**src/rtl/disp_link_pkg.sv**
```systemverilog
package disp_link_pkg;

    parameter int unsigned LANES      = 3;
    parameter int unsigned BITS       = 7;
    parameter int unsigned LOSS_LIMIT = 32;

    localparam int unsigned WORD_W = LANES * BITS;
    localparam int unsigned FCNT_W = $clog2(BITS);
    localparam int unsigned IDLE_W = $clog2(LOSS_LIMIT + 1);

    typedef logic [BITS-1:0]   frame_t;
    typedef logic [WORD_W-1:0] word_t;
    typedef logic [FCNT_W-1:0] fcnt_t;
    typedef logic [IDLE_W-1:0] idle_t;

    parameter frame_t CLK_PATTERN = 7'b1100011;

    typedef struct packed {
        logic any;   // any pixel-clock transition seen
        logic sel;   // transition matches the selected polarity
    } edge_ev_t;

    function automatic frame_t lane_slice(word_t w, int unsigned lane);
        return w[lane*BITS +: BITS];
    endfunction

endpackage

```
**src/rtl/disp_link_edge_sync.sv**
```systemverilog
module disp_link_edge_sync
    import disp_link_pkg::*;
(
    input  logic     clk,
    input  logic     rst,
    input  logic     en,
    input  logic     pix_clk,
    input  word_t    pix_data,
    input  logic     rise_sel,
    output edge_ev_t ev,
    output word_t    cap_data
);

    logic    s1, s2, s3;
    word_t   d1, d2;
    logic [1:0] warm;
    logic    warm_ok;

    always_ff @(posedge clk) begin
        if (rst || !en) begin
            s1   <= 1'b0;
            s2   <= 1'b0;
            s3   <= 1'b0;
            d1   <= '0;
            d2   <= '0;
            warm <= '0;
        end else begin
            s1 <= pix_clk;
            s2 <= s1;
            s3 <= s2;
            d1 <= pix_data;
            d2 <= d1;
            if (warm != 2'd3)
                warm <= warm + 2'd1;
        end
    end

    // history is real only once s3 holds a sample taken after enable
    assign warm_ok  = (warm == 2'd3);
    assign ev.any   = warm_ok && (s2 != s3);
    assign ev.sel   = ev.any && (s2 == rise_sel);
    assign cap_data = d2;

endmodule

```
**src/rtl/disp_link_clk_mon.sv**
```systemverilog
module disp_link_clk_mon
    import disp_link_pkg::*;
(
    input  logic     clk,
    input  logic     rst,
    input  logic     en,
    input  edge_ev_t ev,
    output logic     lost_nxt,
    output logic     lost
);

    idle_t idle, idle_nxt;

    always_comb begin
        if (ev.any)
            idle_nxt = '0;
        else if (idle == IDLE_W'(LOSS_LIMIT))
            idle_nxt = idle;
        else
            idle_nxt = idle + IDLE_W'(1);
        lost_nxt = (idle_nxt == IDLE_W'(LOSS_LIMIT));
    end

    always_ff @(posedge clk) begin
        if (rst || !en) begin
            idle <= '0;
            lost <= 1'b0;
        end else begin
            idle <= idle_nxt;
            lost <= lost_nxt;
        end
    end

    assert_loss_declared_R4: assert property (@(posedge clk) disable iff (rst || !en)
        (idle == IDLE_W'(LOSS_LIMIT - 1) && !ev.any) |=> lost);

    assert_loss_clears_R5: assert property (@(posedge clk) disable iff (rst || !en)
        (lost && ev.any) |=> !lost);

endmodule

```
**src/rtl/disp_link_serializer.sv**
```systemverilog
module disp_link_serializer
    import disp_link_pkg::*;
(
    input  logic             clk,
    input  logic             rst,
    input  logic             en,
    input  edge_ev_t         ev,
    input  word_t            cap_data,
    input  logic             lost_nxt,
    input  logic             lost,
    output logic [LANES-1:0] lane_out,
    output logic             clk_out
);

    fcnt_t  fcnt;
    word_t  hold;
    logic   hold_vld;
    logic   active;
    logic   load;
    frame_t ck_sh;

    assign load = (fcnt == FCNT_W'(BITS - 1));

    always_ff @(posedge clk) begin
        if (rst || !en) begin
            fcnt     <= '0;
            hold     <= '0;
            hold_vld <= 1'b0;
            active   <= 1'b0;
            ck_sh    <= '0;
        end else begin
            fcnt  <= load ? '0 : fcnt + FCNT_W'(1);
            ck_sh <= load ? CLK_PATTERN : {ck_sh[BITS-2:0], 1'b0};
            if (lost_nxt) begin
                hold_vld <= 1'b0;
                active   <= 1'b0;
            end else begin
                if (load)
                    active <= hold_vld;
                if (ev.sel) begin
                    hold     <= cap_data;
                    hold_vld <= 1'b1;
                end else if (load) begin
                    hold_vld <= 1'b0;
                end
            end
        end
    end

    for (genvar g = 0; g < LANES; g++) begin : g_lane
        frame_t sh;
        always_ff @(posedge clk) begin
            if (rst || !en)
                sh <= '0;
            else if (load)
                sh <= lane_slice(hold, g);
            else
                sh <= {sh[BITS-2:0], 1'b0};
        end
        assign lane_out[g] = sh[BITS-1] & active;
    end

    assign clk_out = ck_sh[BITS-1] & active;

    assert_clk_pattern_R3: assert property (@(posedge clk) disable iff (rst || !en)
        active |-> (clk_out == CLK_PATTERN[FCNT_W'(BITS - 1) - fcnt]));

    assert_frame_intact_R8: assert property (@(posedge clk) disable iff (rst || !en)
        (fcnt != '0 && !lost) |-> $stable(active));

endmodule

```
**src/rtl/disp_link_tx.sv**
```systemverilog
module disp_link_tx
    import disp_link_pkg::*;
(
    input  logic              clk_bit,
    input  logic              rst,
    input  logic              pix_clk,
    input  logic [WORD_W-1:0] pix_data,
    input  logic              pwr_dn_n,
    input  logic              edge_rise_sel,
    output logic [LANES-1:0]  data_lane,
    output logic              clk_lane
);

    edge_ev_t ev;
    word_t    cap_data;
    logic     lost_nxt;
    logic     lost;

    disp_link_edge_sync u_sync (
        .clk      (clk_bit),
        .rst      (rst),
        .en       (pwr_dn_n),
        .pix_clk  (pix_clk),
        .pix_data (pix_data),
        .rise_sel (edge_rise_sel),
        .ev       (ev),
        .cap_data (cap_data)
    );

    disp_link_clk_mon u_mon (
        .clk      (clk_bit),
        .rst      (rst),
        .en       (pwr_dn_n),
        .ev       (ev),
        .lost_nxt (lost_nxt),
        .lost     (lost)
    );

    disp_link_serializer u_ser (
        .clk      (clk_bit),
        .rst      (rst),
        .en       (pwr_dn_n),
        .ev       (ev),
        .cap_data (cap_data),
        .lost_nxt (lost_nxt),
        .lost     (lost),
        .lane_out (data_lane),
        .clk_out  (clk_lane)
    );

    assert_lanes_low_lost_R4: assert property (@(posedge clk_bit) disable iff (rst || !pwr_dn_n)
        lost |-> (data_lane == '0 && clk_lane == 1'b0));

    assert_powerdown_quiet_R6: assert property (@(posedge clk_bit) disable iff (rst)
        !pwr_dn_n |=> (data_lane == '0 && clk_lane == 1'b0));

endmodule

```
**config.mk**
```make
export PLATFORM = sky130hd
export DESIGN_NAME = disp_link_tx
export DESIGN_NICKNAME = d
export VERILOG_FILES = /design/src/rtl/disp_link_pkg.sv /design/src/rtl/disp_link_edge_sync.sv /design/src/rtl/disp_link_clk_mon.sv /design/src/rtl/disp_link_serializer.sv /design/src/rtl/disp_link_tx.sv
export SDC_FILE = /design/constraint.sdc
export NUM_CORES = 1
export LEC_CHECK = 0
export BUFFER_PORTS_ARGS = -buffer_cell sky130_fd_sc_hd__buf_2
export CORE_AREA = 2 2 87 89
export DETAILED_ROUTE_END_ITERATION = 8
export DIE_AREA = 0 0 89 91
export PLACE_DENSITY = 0.77
export SLEW_MARGIN = 20
export SYNTH_ARGS = -nofsm -noshare
export SYNTH_HDL_FRONTEND = slang
export SYNTH_SLANG_ARGS = --single-unit
```
**constraint.sdc**
```tcl
create_clock -name clk_bit -period 2.2 [get_ports clk_bit]
set_input_delay 0.22 -clock clk_bit [delete_from_list [all_inputs] [get_ports clk_bit]]
set_output_delay 0.22 -clock clk_bit [all_outputs]
set_load 0.01 [all_outputs]
```
==> impl.org <==
** Outcome
- Outcome :: complete, no violations

** Clock tree
- Clock Root Buffer :: sky130_fd_sc_hd__clkbuf_8
- CTS clock-pin slew for the worst setup and hold paths :: about 0.10 ns
- Counting every sink on the clock net gives ~110.
- Gates resized during post-CTS repair numbered 0.
- Counting along the longest clock path gives a buffer depth of 2.
- CTS H-Tree Depth :: 3
- For this design, the CTS-stage hold fixing added 0 buffers.
- The number of clock buffers added by TritonCTS is 9.
- Postcts setup bufs :: 0
- TritonCTS built the clock tree.
- Clk_lat worst skew :: between 0.3 and 0.4 ns

** GRT
- Pin count of the biggest net entering global routing :: between 50 and 60
- The first global-routing pass estimated roughly 8.6 mm of wire.
- Across every metal layer, demand over resource in global routing totals 0.1350.
- Global routing finished with a remaining overflow of 0.
- The number of global-route vias before repair was between 1.5k and 2k.
- Number of antenna violations at the first check in global routing :: 0

** Floorplan
- The die covers 8099 um2.
- Row count :: 31
- For this configuration, the core starts out at a cell density of 0.4923.
- Die Wd :: 89 um
- Area of the core :: 7137 um2
- # IOs :: 30
- Die height :: 91 um

** Timing
- Maximum frequency from static timing analysis :: roughly 0.58 GHz
- Period Utilization, post-route :: 0.7896
- The final count of pins violating max slew is 0.
- Count of final hold-check violations :: 0
- At the pin with the least slew margin, the transition time is ~0.47 ns.
- The worst pin sits at a relative slew slack of 0.6891.
- Setup repair after global routing left no endpoint under its margin.
- After layout, the minimum clock period comes to 1.737 ns.
- Clock skew on the completed layout was measured at 0.009363 ns.
- Total Neg Setup Slack :: 0 ns
- Setup violations remaining at the end of the flow were counted as 0.

** Placement
- Post-placement cell area :: 3749 um2
- The wire-length estimate of the detail-placed layout is between 3 and 4 mm.
- At the end of routability-driven placement, the weighted congestion stood at around 0.8.
- Port Buffers :: 29
- Including well taps, the total number of placed cells is 459.

** Logic synthesis
- In this run the cell area of the synthesized design comes to 3513 um2.
- Cell types occupying the most area after synthesis :: sky130_fd_sc_hd__dfxtp_1, sky130_fd_sc_hd__and2_1, sky130_fd_sc_hd__mux2i_1, sky130_fd_sc_hd__nand2_1, sky130_fd_sc_hd__nor2_1
- Area leader, netlist :: sky130_fd_sc_hd__dfxtp_1
- During synthesis, Yosys emitted a total of 0 warnings.
- Number of synthesized flops with an enable pin :: 0
- Of the post-synthesis cell area, the dominant cell type holds 0.6097.
- After synthesis, the mean cell area works out to 10.18 um2.
- The number of nets handed over by synthesis was 376.
- Number of standard cells after synthesis :: 345
- After synthesis, the share of flip-flops with an asynchronous set or reset is 0.
- The netlist uses 27 different library cells.
- For this run, the register share of the synthesized area comes to 0.6097.
- In the synthesized netlist the dominant register cell turns out to be sky130_fd_sc_hd__dfxtp_1.
- Among all cell types in the netlist, the one instantiated most often is sky130_fd_sc_hd__dfxtp_1.
- By count the netlist is led by sky130_fd_sc_hd__dfxtp_1, sky130_fd_sc_hd__and2_1, sky130_fd_sc_hd__nand2_1, sky130_fd_sc_hd__nor2_1, sky130_fd_sc_hd__mux2i_1.
- Flop and latch count out of synthesis :: 107

** Layout
- The repair_antennas step left the layout with diodes totalling 0.
- Final cell count without fillers :: ~480
- Fill cells in the final layout number 649.
- From synthesis to final layout, the design area changed by 12.64%.
- Layout cells sized above 1 :: 0.1489
- After routing the design area is between 3000 and 4000 um2.
- Once layout is complete, the utilization of the core stands at 0.5545.
- For this run, the post-layout net count is 402.

** Setup path
- Nature of the critical path startpoint :: flop
- In this run the worst path has a maximum fanout of 7.
- Cell count of the worst reg-to-reg path :: 7
- STA classifies the critical path endpoint as a flop.
- Worst setup slack for register-to-register paths :: 0.46 ns
- The worst register-to-register path ends at u_ser.hold_vld.
- The critical path is of the flop to flop type.
- Tracing the worst setup path back leads to its startpoint at u_mon.idle[0].
- For the worst setup path, the data arrival time is about 2.0 ns.
- STA puts the critical path data required time at about 2.5 ns.
- Reg-to-reg critical path startpoint :: u_mon.idle[0]

** Worst hold path
- Start point of the worst hold path :: pix_data[10]
- Hold Crit Endpoint :: u_sync.d1[10]
- Worst Hold Path Cells :: 2
- The path class of the tightest hold or removal check is input pin to flop.

** Flow run
- Across the run, the number of max-cap violations was 0.

** Drt
- Summed over all layers, the routed wires come to 4.872 mm.
- The detailed router finished its first iteration with 99 violations.
- Number of vias in the routed layout :: 2159
- Dividing the detail-routed wire length by the instance count gives 10.26 um.
- Final routed DRC violation total :: 0
- The count of nets left with antenna violations once routing finished came out at 0.
- DRT Pass-1 Iters :: 4
- In the routed layout, each cell is associated on average with a via count of 4.545.

** Pwr
- Cell Pwr Density :: 824.7 nW/um2
- Worst ir drop on vdd :: about 440 uV
- Summed over all cells, the static leakage comes to roughly 1.7 nW.
-- area by class of cell --
| type | count | area, um2 | share of cell area |
|---|---|---|---|
| multi-input combinational | 216 | 1276 | 0.3225 |
| clock inverter | 6 | 71.32 | 0.01802 |
| clock buffer | 10 | 137.6 | 0.03478 |
| timing repair buffer | 34 | 195.2 | 0.04932 |
| tap | 99 | 123.9 | 0.03130 |
| sequential | 107 | 2142 | 0.5413 |
| inverter | 3 | 11.26 | 0.002845 |
-- worst max-delay path by stage --
stage                           to  cells past startpoint
global route          u_ser.active                      6
finish              u_ser.hold_vld                      7
floorplan           u_ser.hold_vld                      6
global placement    u_ser.hold_vld                      6
CTS                 u_ser.hold_vld                      7
detailed placement  u_ser.hold_vld                      7
-- flip-flops by register name, summed over array words and instances (netlist names) --
signal / flops
u_ser.g_lane.sh: 21
u_ser.hold: 21
u_sync.cap_data: 21
u_sync.d1: 21
u_ser.ck_sh: 7
u_mon.idle: 6
u_ser.fcnt: 3
u_sync.warm: 2
u_ser.active: 1
u_ser.hold_vld: 1
u_sync.s1: 1
u_sync.s2: 1
u_sync.s3: 1
-- placed cells by master, fill, tap and decap left out, drive strengths merged --
cell,synthesis,final
mux2i,24,24
nor4,1,1
xnor2,3,3
nand2,44,44
dfxtp,107,107
nand2b,1,1
ha,5,5
nor2b,1,1
nor3b,1,1
nand3,4,4
a21oi,20,20
and2,51,51
nor3,1,1
inv,3,5
clkbuf,14,10
buf,5,34
xor2,5,5
o21ai,1,1
and3,7,7
bufinv,0,1
clkinvlp,0,1
o221a,1,1
clkinv,0,2
nor2,43,43
nor4b,1,1
a211oi,1,1
and3b,1,1
-- worst max-delay path: stages (launching register included) --
cell	delay [ns]
sky130_fd_sc_hd__dfxtp_1	0.47
sky130_fd_sc_hd__inv_1	0.10
sky130_fd_sc_hd__ha_1	0.21
sky130_fd_sc_hd__nor4b_2	0.16
sky130_fd_sc_hd__nand2_2	0.14
sky130_fd_sc_hd__mux2i_1	0.28
sky130_fd_sc_hd__nor4_2	0.07
sky130_fd_sc_hd__a211oi_1	0.22
-- stage by stage --
step / power [mW] / setup WS [ns] / hold WS, ns
CTS: 3.309 / 0.4726 / 0.03685
finish: 3.264 / 0.4629 / 0.05211
global route: 3.406 / 0.3570 / 0.02830
floorplan: 2.070 / 0.6514 / 0.3417
detailed placement: 2.106 / 0.4997 / 0.4112
global placement: 2.101 / 0.5881 / 0.4081
-- logic make-up after synthesis --
logic type | Yosys count | share of synthesized area
buffers and inverters | 22 | 0.02778
flip-flops | 107 | 0.6097
multiplexers | 24 | 0.06838
AO/OA/AOI/OAI | 23 | 0.03633
adder cells (fa/ha/maj) | 5 | 0.01781
AND/OR/NAND/NOR | 156 | 0.2201
XOR/XNOR | 8 | 0.01994
-- power breakdown --
part	internal [mW]	switching (mW)
Combinational	0.0403	0.0443
Clock	0.569	0.637
Sequential	1.96	0.0101
-- layer usage --
metal	global-route usage	vias to the layer above	wire length, um	share of wire
met5	0	-	0	0
met4	0.05597	0	98	0.020
met3	0.04636	6	164	0.034
met2	0.2133	36	2260	0.46
met1	0.1665	968	2348	0.48
li1	-	1149	-	-
No activity file was read; power rests on OpenSTA's default activity.
